**src/rtl/urx_pkg.sv**
```systemverilog
package urx_pkg;

  localparam int CHAR_W = 8;

  typedef enum logic [1:0] {
    PAR_ODD   = 2'b00,
    PAR_EVEN  = 2'b01,
    PAR_ONE   = 2'b10,
    PAR_ZERO  = 2'b11
  } par_mode_e;

  typedef struct packed {
    logic              brk;
    logic              frm;
    logic              par;
    logic [CHAR_W-1:0] data;
  } rx_entry_t;

  function automatic logic want_parity(input logic [1:0] mode,
                                       input logic [CHAR_W-1:0] d);
    case (mode)
      PAR_ODD:  want_parity = ~(^d);
      PAR_EVEN: want_parity = ^d;
      PAR_ONE:  want_parity = 1'b1;
      default:  want_parity = 1'b0;
    endcase
  endfunction

endpackage

```
**src/rtl/urx_sync.sv**
```systemverilog
module urx_sync #(
  parameter int   STAGES   = 2,
  parameter logic INIT_VAL = 1'b1
) (
  input  logic clk,
  input  logic rst,
  input  logic din,
  output logic dout
);

  logic [STAGES-1:0] chain;

  generate
    if (STAGES == 1) begin : g_one
      always_ff @(posedge clk) begin
        if (rst) chain <= {STAGES{INIT_VAL}};
        else     chain <= din;
      end
    end else begin : g_many
      always_ff @(posedge clk) begin
        if (rst) chain <= {STAGES{INIT_VAL}};
        else     chain <= {chain[STAGES-2:0], din};
      end
    end
  endgenerate

  assign dout = chain[STAGES-1];

endmodule

```
**src/rtl/urx_deframer.sv**
```systemverilog
module urx_deframer
  import urx_pkg::*;
#(
  parameter int OVS = 16
) (
  input  logic       clk,
  input  logic       rst,
  input  logic       tick,
  input  logic       line,
  input  logic       par_en,
  input  logic [1:0] par_sel,
  output logic       char_valid,
  output rx_entry_t  char_out
);

  localparam int CNT_W = $clog2(OVS);
  localparam int IDX_W = $clog2(CHAR_W);
  localparam logic [CNT_W-1:0] LAST_TICK = CNT_W'(OVS - 1);
  localparam logic [CNT_W-1:0] MID_TICK  = CNT_W'(OVS / 2 - 1);
  localparam logic [IDX_W-1:0] LAST_BIT  = IDX_W'(CHAR_W - 1);

  typedef enum logic [2:0] {
    S_IDLE, S_START, S_DATA, S_PAR, S_STOP, S_BRK
  } rx_state_e;

  rx_state_e         st;
  logic [CNT_W-1:0]  cnt;
  logic [IDX_W-1:0]  bidx;
  logic [CHAR_W-1:0] shreg;
  logic              pbit;
  logic              stop_low, is_brk, bad_par;

  assign stop_low = ~line;
  assign bad_par  = par_en && (pbit != want_parity(par_sel, shreg));
  assign is_brk   = (shreg == '0) && stop_low && (!par_en || !pbit);

  always_ff @(posedge clk) begin
    if (rst) begin
      st         <= S_IDLE;
      cnt        <= '0;
      bidx       <= '0;
      shreg      <= '0;
      pbit       <= 1'b0;
      char_valid <= 1'b0;
      char_out   <= '0;
    end else begin
      char_valid <= 1'b0;
      case (st)
        S_IDLE: if (tick && !line) begin
          st  <= S_START;
          cnt <= CNT_W'(1);
        end
        S_START: if (tick) begin
          if (cnt == MID_TICK) begin
            cnt  <= '0;
            bidx <= '0;
            st   <= line ? S_IDLE : S_DATA;
          end else begin
            cnt <= cnt + 1'b1;
          end
        end
        S_DATA: if (tick) begin
          if (cnt == LAST_TICK) begin
            cnt   <= '0;
            shreg <= {line, shreg[CHAR_W-1:1]};
            if (bidx == LAST_BIT) st <= par_en ? S_PAR : S_STOP;
            else                  bidx <= bidx + 1'b1;
          end else begin
            cnt <= cnt + 1'b1;
          end
        end
        S_PAR: if (tick) begin
          if (cnt == LAST_TICK) begin
            cnt  <= '0;
            pbit <= line;
            st   <= S_STOP;
          end else begin
            cnt <= cnt + 1'b1;
          end
        end
        S_STOP: if (tick) begin
          if (cnt == LAST_TICK) begin
            cnt        <= '0;
            bidx       <= '0;
            char_valid <= 1'b1;
            char_out   <= '{brk: is_brk, frm: stop_low, par: bad_par, data: shreg};
            if (is_brk)        st <= S_BRK;
            else if (stop_low) st <= S_DATA;
            else               st <= S_IDLE;
          end else begin
            cnt <= cnt + 1'b1;
          end
        end
        S_BRK: if (line) st <= S_IDLE;
        default: st <= S_IDLE;
      endcase
    end
  end

  a_r1_single_pulse: assert property (@(posedge clk) disable iff (rst)
    char_valid |=> !char_valid);

  a_r7_resync_to_data: assert property (@(posedge clk) disable iff (rst)
    (char_valid && char_out.frm && !char_out.brk) |-> (st == S_DATA && cnt == '0));

  a_r8_break_holds_idle: assert property (@(posedge clk) disable iff (rst)
    (st == S_BRK && !line) |=> (st == S_BRK));

  a_r8_break_is_framing: assert property (@(posedge clk) disable iff (rst)
    (char_valid && char_out.brk) |-> (char_out.frm && char_out.data == '0));

endmodule

```
**src/rtl/urx_fifo.sv**
```systemverilog
module urx_fifo #(
  parameter int WIDTH = 11,
  parameter int DEPTH = 16
) (
  input  logic             clk,
  input  logic             rst,
  input  logic             push,
  input  logic             pop,
  input  logic [WIDTH-1:0] wr_word,
  output logic [WIDTH-1:0] rd_word,
  output logic             nonempty,
  output logic             full,
  output logic             head_new
);

  localparam int AW = (DEPTH > 1) ? $clog2(DEPTH) : 1;
  localparam int CW = $clog2(DEPTH + 1);
  localparam logic [AW-1:0] LAST_PTR = AW'(DEPTH - 1);
  localparam logic [CW-1:0] CAP      = CW'(DEPTH);

  logic [WIDTH-1:0] mem [DEPTH];
  logic [AW-1:0]    wp, rp;
  logic [CW-1:0]    cnt, cnt_nx;
  logic             wr_en, rd_en;

  assign wr_en  = push && !full;
  assign rd_en  = pop && nonempty;
  assign cnt_nx = cnt + CW'(wr_en) - CW'(rd_en);

  always_ff @(posedge clk) begin
    if (wr_en) mem[wp] <= wr_word;
  end

  assign rd_word = mem[rp];

  always_ff @(posedge clk) begin
    if (rst) begin
      wp       <= '0;
      rp       <= '0;
      cnt      <= '0;
      nonempty <= 1'b0;
      full     <= 1'b0;
      head_new <= 1'b0;
    end else begin
      if (wr_en) wp <= (wp == LAST_PTR) ? '0 : wp + 1'b1;
      if (rd_en) rp <= (rp == LAST_PTR) ? '0 : rp + 1'b1;
      cnt      <= cnt_nx;
      nonempty <= (cnt_nx != '0);
      full     <= (cnt_nx == CAP);
      head_new <= (wr_en && (cnt == '0 || (rd_en && cnt == CW'(1))))
               || (rd_en && cnt > CW'(1));
    end
  end

  a_r3_count_bounded: assert property (@(posedge clk) disable iff (rst)
    cnt <= CAP);

  a_r4_full_keeps: assert property (@(posedge clk) disable iff (rst)
    (full && !pop) |=> full);

  a_r2_empty_pop_noop: assert property (@(posedge clk) disable iff (rst)
    (!nonempty && pop && !push) |=> !nonempty);

endmodule

```
**src/rtl/uart_rx_lsr.sv**
```systemverilog
module uart_rx_lsr
  import urx_pkg::*;
#(
  parameter int OVS         = 16,
  parameter int FIFO_DEPTH  = 16,
  parameter int SYNC_STAGES = 2
) (
  input  logic              clk,
  input  logic              rst,
  input  logic              rxd,
  input  logic              baud_tick,
  input  logic              par_en,
  input  logic [1:0]        par_sel,
  input  logic              rd_data,
  input  logic              rd_status,
  output logic [CHAR_W-1:0] rx_data,
  output logic              data_ready,
  output logic              overrun,
  output logic              parity_err,
  output logic              framing_err,
  output logic              break_ind
);

  localparam int ENTRY_W = $bits(rx_entry_t);

  logic       line_s;
  logic       char_valid;
  rx_entry_t  char_new, head;
  logic       fifo_full, head_new, ovf_evt;
  logic [ENTRY_W-1:0] head_vec;

  urx_sync #(.STAGES(SYNC_STAGES), .INIT_VAL(1'b1)) u_sync (
    .clk(clk), .rst(rst), .din(rxd), .dout(line_s)
  );

  urx_deframer #(.OVS(OVS)) u_deframe (
    .clk(clk), .rst(rst), .tick(baud_tick), .line(line_s),
    .par_en(par_en), .par_sel(par_sel),
    .char_valid(char_valid), .char_out(char_new)
  );

  urx_fifo #(.WIDTH(ENTRY_W), .DEPTH(FIFO_DEPTH)) u_fifo (
    .clk(clk), .rst(rst), .push(char_valid), .pop(rd_data),
    .wr_word(char_new), .rd_word(head_vec),
    .nonempty(data_ready), .full(fifo_full), .head_new(head_new)
  );

  assign head    = rx_entry_t'(head_vec);
  assign rx_data = head.data;
  assign ovf_evt = char_valid && fifo_full;

  always_ff @(posedge clk) begin
    if (rst) begin
      overrun     <= 1'b0;
      parity_err  <= 1'b0;
      framing_err <= 1'b0;
      break_ind   <= 1'b0;
    end else begin
      overrun     <= (overrun     && !rd_status) || ovf_evt;
      parity_err  <= (parity_err  && !rd_status) || (head_new && head.par);
      framing_err <= (framing_err && !rd_status) || (head_new && head.frm);
      break_ind   <= (break_ind   && !rd_status) || (head_new && head.brk);
    end
  end

  a_r4_overrun_sets: assert property (@(posedge clk) disable iff (rst)
    ovf_evt |=> overrun);

  a_r5_read_clears: assert property (@(posedge clk) disable iff (rst)
    (rd_status && !head_new && !ovf_evt)
      |=> !(overrun || parity_err || framing_err || break_ind));

  a_r9_head_parity: assert property (@(posedge clk) disable iff (rst)
    (head_new && head.par) |=> parity_err);

  a_r9_head_break: assert property (@(posedge clk) disable iff (rst)
    (head_new && head.brk) |=> (break_ind && framing_err));

  a_r2_ready_after_store: assert property (@(posedge clk) disable iff (rst)
    (char_valid && !fifo_full) |=> data_ready);

endmodule

```
**config.mk**
```make
export PLATFORM = sky130hd
export DESIGN_NAME = uart_rx_lsr
export DESIGN_NICKNAME = d
export VERILOG_FILES = /design/src/rtl/urx_pkg.sv /design/src/rtl/urx_sync.sv /design/src/rtl/urx_deframer.sv /design/src/rtl/urx_fifo.sv /design/src/rtl/uart_rx_lsr.sv
export SDC_FILE = /design/constraint.sdc
export NUM_CORES = 1
export LEC_CHECK = 0
export ABC_AREA = 1
export CORE_MARGIN = 10
export CORE_UTILIZATION = 56
export DETAILED_ROUTE_END_ITERATION = 6
export HOLD_SLACK_MARGIN = 0.03
export PLACE_DENSITY = 0.76
export SETUP_SLACK_MARGIN = 0.4
export SYNTH_ARGS = -nofsm -noshare
export SYNTH_HDL_FRONTEND = slang
export SYNTH_SLANG_ARGS = --single-unit
```
**constraint.sdc**
```tcl
create_clock -name clk -period 1.9 [get_ports clk]
set_input_delay 0.19 -clock clk [delete_from_list [all_inputs] [get_ports clk]]
set_output_delay 0.19 -clock clk [all_outputs]
set_load 0.005 [all_outputs]
```
==> reports/qor.csv <==
metric;value;unit
status;complete, but fails checks;
violations in the final reports;negative setup slack;
Port-buffer cells;21;
Setup WS post-layout;-497;ps
synthesized net count;954;
P_leak;5.34;nW
CTS tree;built;
register area share after synthesis;0.651;
fin crit period;2400;ps
cts bufs inserted;24;
slowest stage delay, CP;420;ps
Mapped Cells;923;
design area;13200;um2
hold_buf cts;0;
I/O pins;22;
ys flop type;edfxtp_1;
ys async rst share;0;
Max Cap Viol;0;
die area;23300;um2
Root Driver;clkbuf_16;
Placed Cells incl. Taps;1183;
crit-path cells;inv_8 > buf_4 > buf_12 > o21ai_0 > o221ai_1 > o211ai_1 > nand2_1 > buf_2;
hold path depth;2;
largest net degree at the start of global routing;25;
flops & latches, synth;233;
Commonest cells post-synth;edfxtp_1 (176), nand2_1 (141), nor2_1 (112);
worst hold margin;244;ps
RSZ-0062 raised after global routing;yes;
CP bufs+invs;4;
GRT Total Usage;0.231;
Tcrit/Tclk final;1.26;
Post-Route Setup TNS;-3050;ps
PD cells;1070;nW/um2
worst r2r path cells;17;
Syn Area/Cell;10.7;um2
critical-path maximum fanout;15;
Setup Skew;49.8;ps
count leader, synth;edfxtp_1;
Sinks on Clock Net;233;
Warnings, synthesis;0;
Slew HR;0.523;
Routed WL;31.3;mm
EDFF count, synth;176;
Reg area;6450;um2
# rows;48;
final net count;1065;
Fmax;0.417;GHz
area of the multi-input gates;3660;um2
Avg Vias per Cell;6.27;
Power Total;14.1;mW
Setup violations, final;9;
grt total ovfl;0;
CP required;1710;ps
Routed WL per cell;24.5;um
die height;153;um
clock buffer depth;3;
top-area cell type share of the netlist area;0.535;
DR DRC count;0;
Netlist cell types;40;
Synth area leaders;edfxtp_1 (54%), dfxtp_1 (12%), nand2_1 (5.4%);
WP depth;8;
Max Slew Vio Count;0;
synthesized area;9880;um2
first-pass GRT wire length;43.2;mm
clk_lat worst skew;560;ps
slowest CP cell;dfxtp_4;
vias in the first global route;7679;
initial antenna violation count;0;
Non-Filler Instances;1277;
WS Path Type;reg -> out;
startpoint class of the critical path;flip-flop;
core box area;17300;um2
crit path DAT;2210;ps
Least-Margin Pin Slew;714;ps
Starting Density;0.571;
via count;8008;
fraction of layout instances using a drive strength above 1;0.318;
die width;153;um
Top Family by Delay on Critical Path;compound AO/OA/AOI/OAI gates;
gpl congestion;0.850;
Worst-path clk slew;70;ps
CTS H-Tree Depth;1;
final hold vios;0;
n_diodes;0;
CP Capture Type;output port;
synthesis-to-finish area growth;33.5;%
fillers;927;
r2r setup slk;-270;ps
Synth area leader;edfxtp_1;
Detail Placement HPWL;13.7;mm
Hold Crit Class;in -> reg;
VDD IR-drop max;0.000858;V
Post-DP Area;10800;um2
DR iter-0 viols;1320;
ANT nets after route;0;
First-pass DRT Iterations;5;
## kinds of logic after synthesis
| kind of cell | after synthesis | synth area share |
|---|---|---|
| AND/OR/NAND/NOR | 346 | 0.151 |
| AO/OA/AOI/OAI | 177 | 0.105 |
| flip-flops | 233 | 0.651 |
| adder cells (fa/ha/maj) | 22 | 0.0286 |
| buffers and inverters | 137 | 0.0579 |
| XOR/XNOR | 8 | 0.00709 |
## through the flow
| step | utilization | setup slack [ps] |
|---|---|---|
| after floorplan | - | 99.6 |
| after global placement | 0.625 | -231 |
| after detailed placement | 0.625 | -275 |
| after CTS | 0.722 | -281 |
| after global routing | 0.762 | -494 |
| final | 0.762 | -497 |
## flip-flops by register name (all words and copies together), names as in the netlist, 2 cells and up, named ones only
| register | cells |
|---|---|
| u_fifo.mem | 176 |
| u_deframe.st | 3 |
| u_fifo.rp | 4 |
| u_deframe.bidx | 3 |
| u_deframe.shreg | 8 |
| u_fifo.wp | 4 |
| u_fifo.cnt | 5 |
| u_sync.chain | 2 |
| u_deframe.cnt | 4 |
| u_deframe.char_out | 11 |
## worst reg2reg max path: cells and delay by family, from the launching register on
kind	cells	cell delay, ps
buffers and inverters	9	1090
flip-flops	1	390
AO/OA/AOI/OAI	1	50
AND/OR/NAND/NOR	7	450
## placed cells by master, fill, tap and decap left out, types with 34 or more instances in the layout
| master | instances |
|---|---|
| edfxtp_1 | 176 |
| nand2_1 | 117 |
| inv_1 | 72 |
| nor2_1 | 70 |
| o21ai_0 | 54 |
| nand3_1 | 52 |
| buf_4 | 46 |
| dfxtp_1 | 42 |
| nor2_4 | 36 |
| a21oi_1 | 34 |
## routing by layer
| layer | track usage | share of wire |
|---|---|---|
| met1 | 0.281 | 0.35 |
| met2 | 0.374 | 0.49 |
| met3 | 0.0564 | 0.11 |
| met4 | 0.119 | 0.056 |
| met5 | 0 | 0 |
## cell type report
cell class / count / area share
Timing Repair Buffer: 124 / 0.118
Tap cell: 225 / 0.0214
Timing Repair inverter: 1 / 0.000664
Multi-Input combinational cell: 554 / 0.277
Inverter: 96 / 0.0304
Sequential cell: 233 / 0.490
Clock inverter: 6 / 0.00655
Clock buffer: 38 / 0.0558
## what timing repair did
item | in CTS | in global routing
gates resized for setup | 166 | 152
gates cloned | 12 | 6
pin swaps | 55 | 48
buffers inserted | 26 | 6
setup endpoints to repair | 115 | 190
## worst paths after layout
kind / start / endpoint
worst max register to register: flip-flop / parity_err
worst min register to register: u_sync.chain[0] / u_sync.chain[1]
worst min-delay path: rxd / u_sync.chain[0]
worst max-delay path: flip-flop / rx_data[1]
## power by group
group / internal [mW] / total [mW] / switching [mW]
clock network: 2.82 / 4.88 / 2.06
logic: 1.63 / 3.62 / 1.99
registers: 5.52 / 5.62 / 0.103
total: 9.97 / 14.1 / 4.15
No activity file was read; power rests on OpenSTA's default activity.
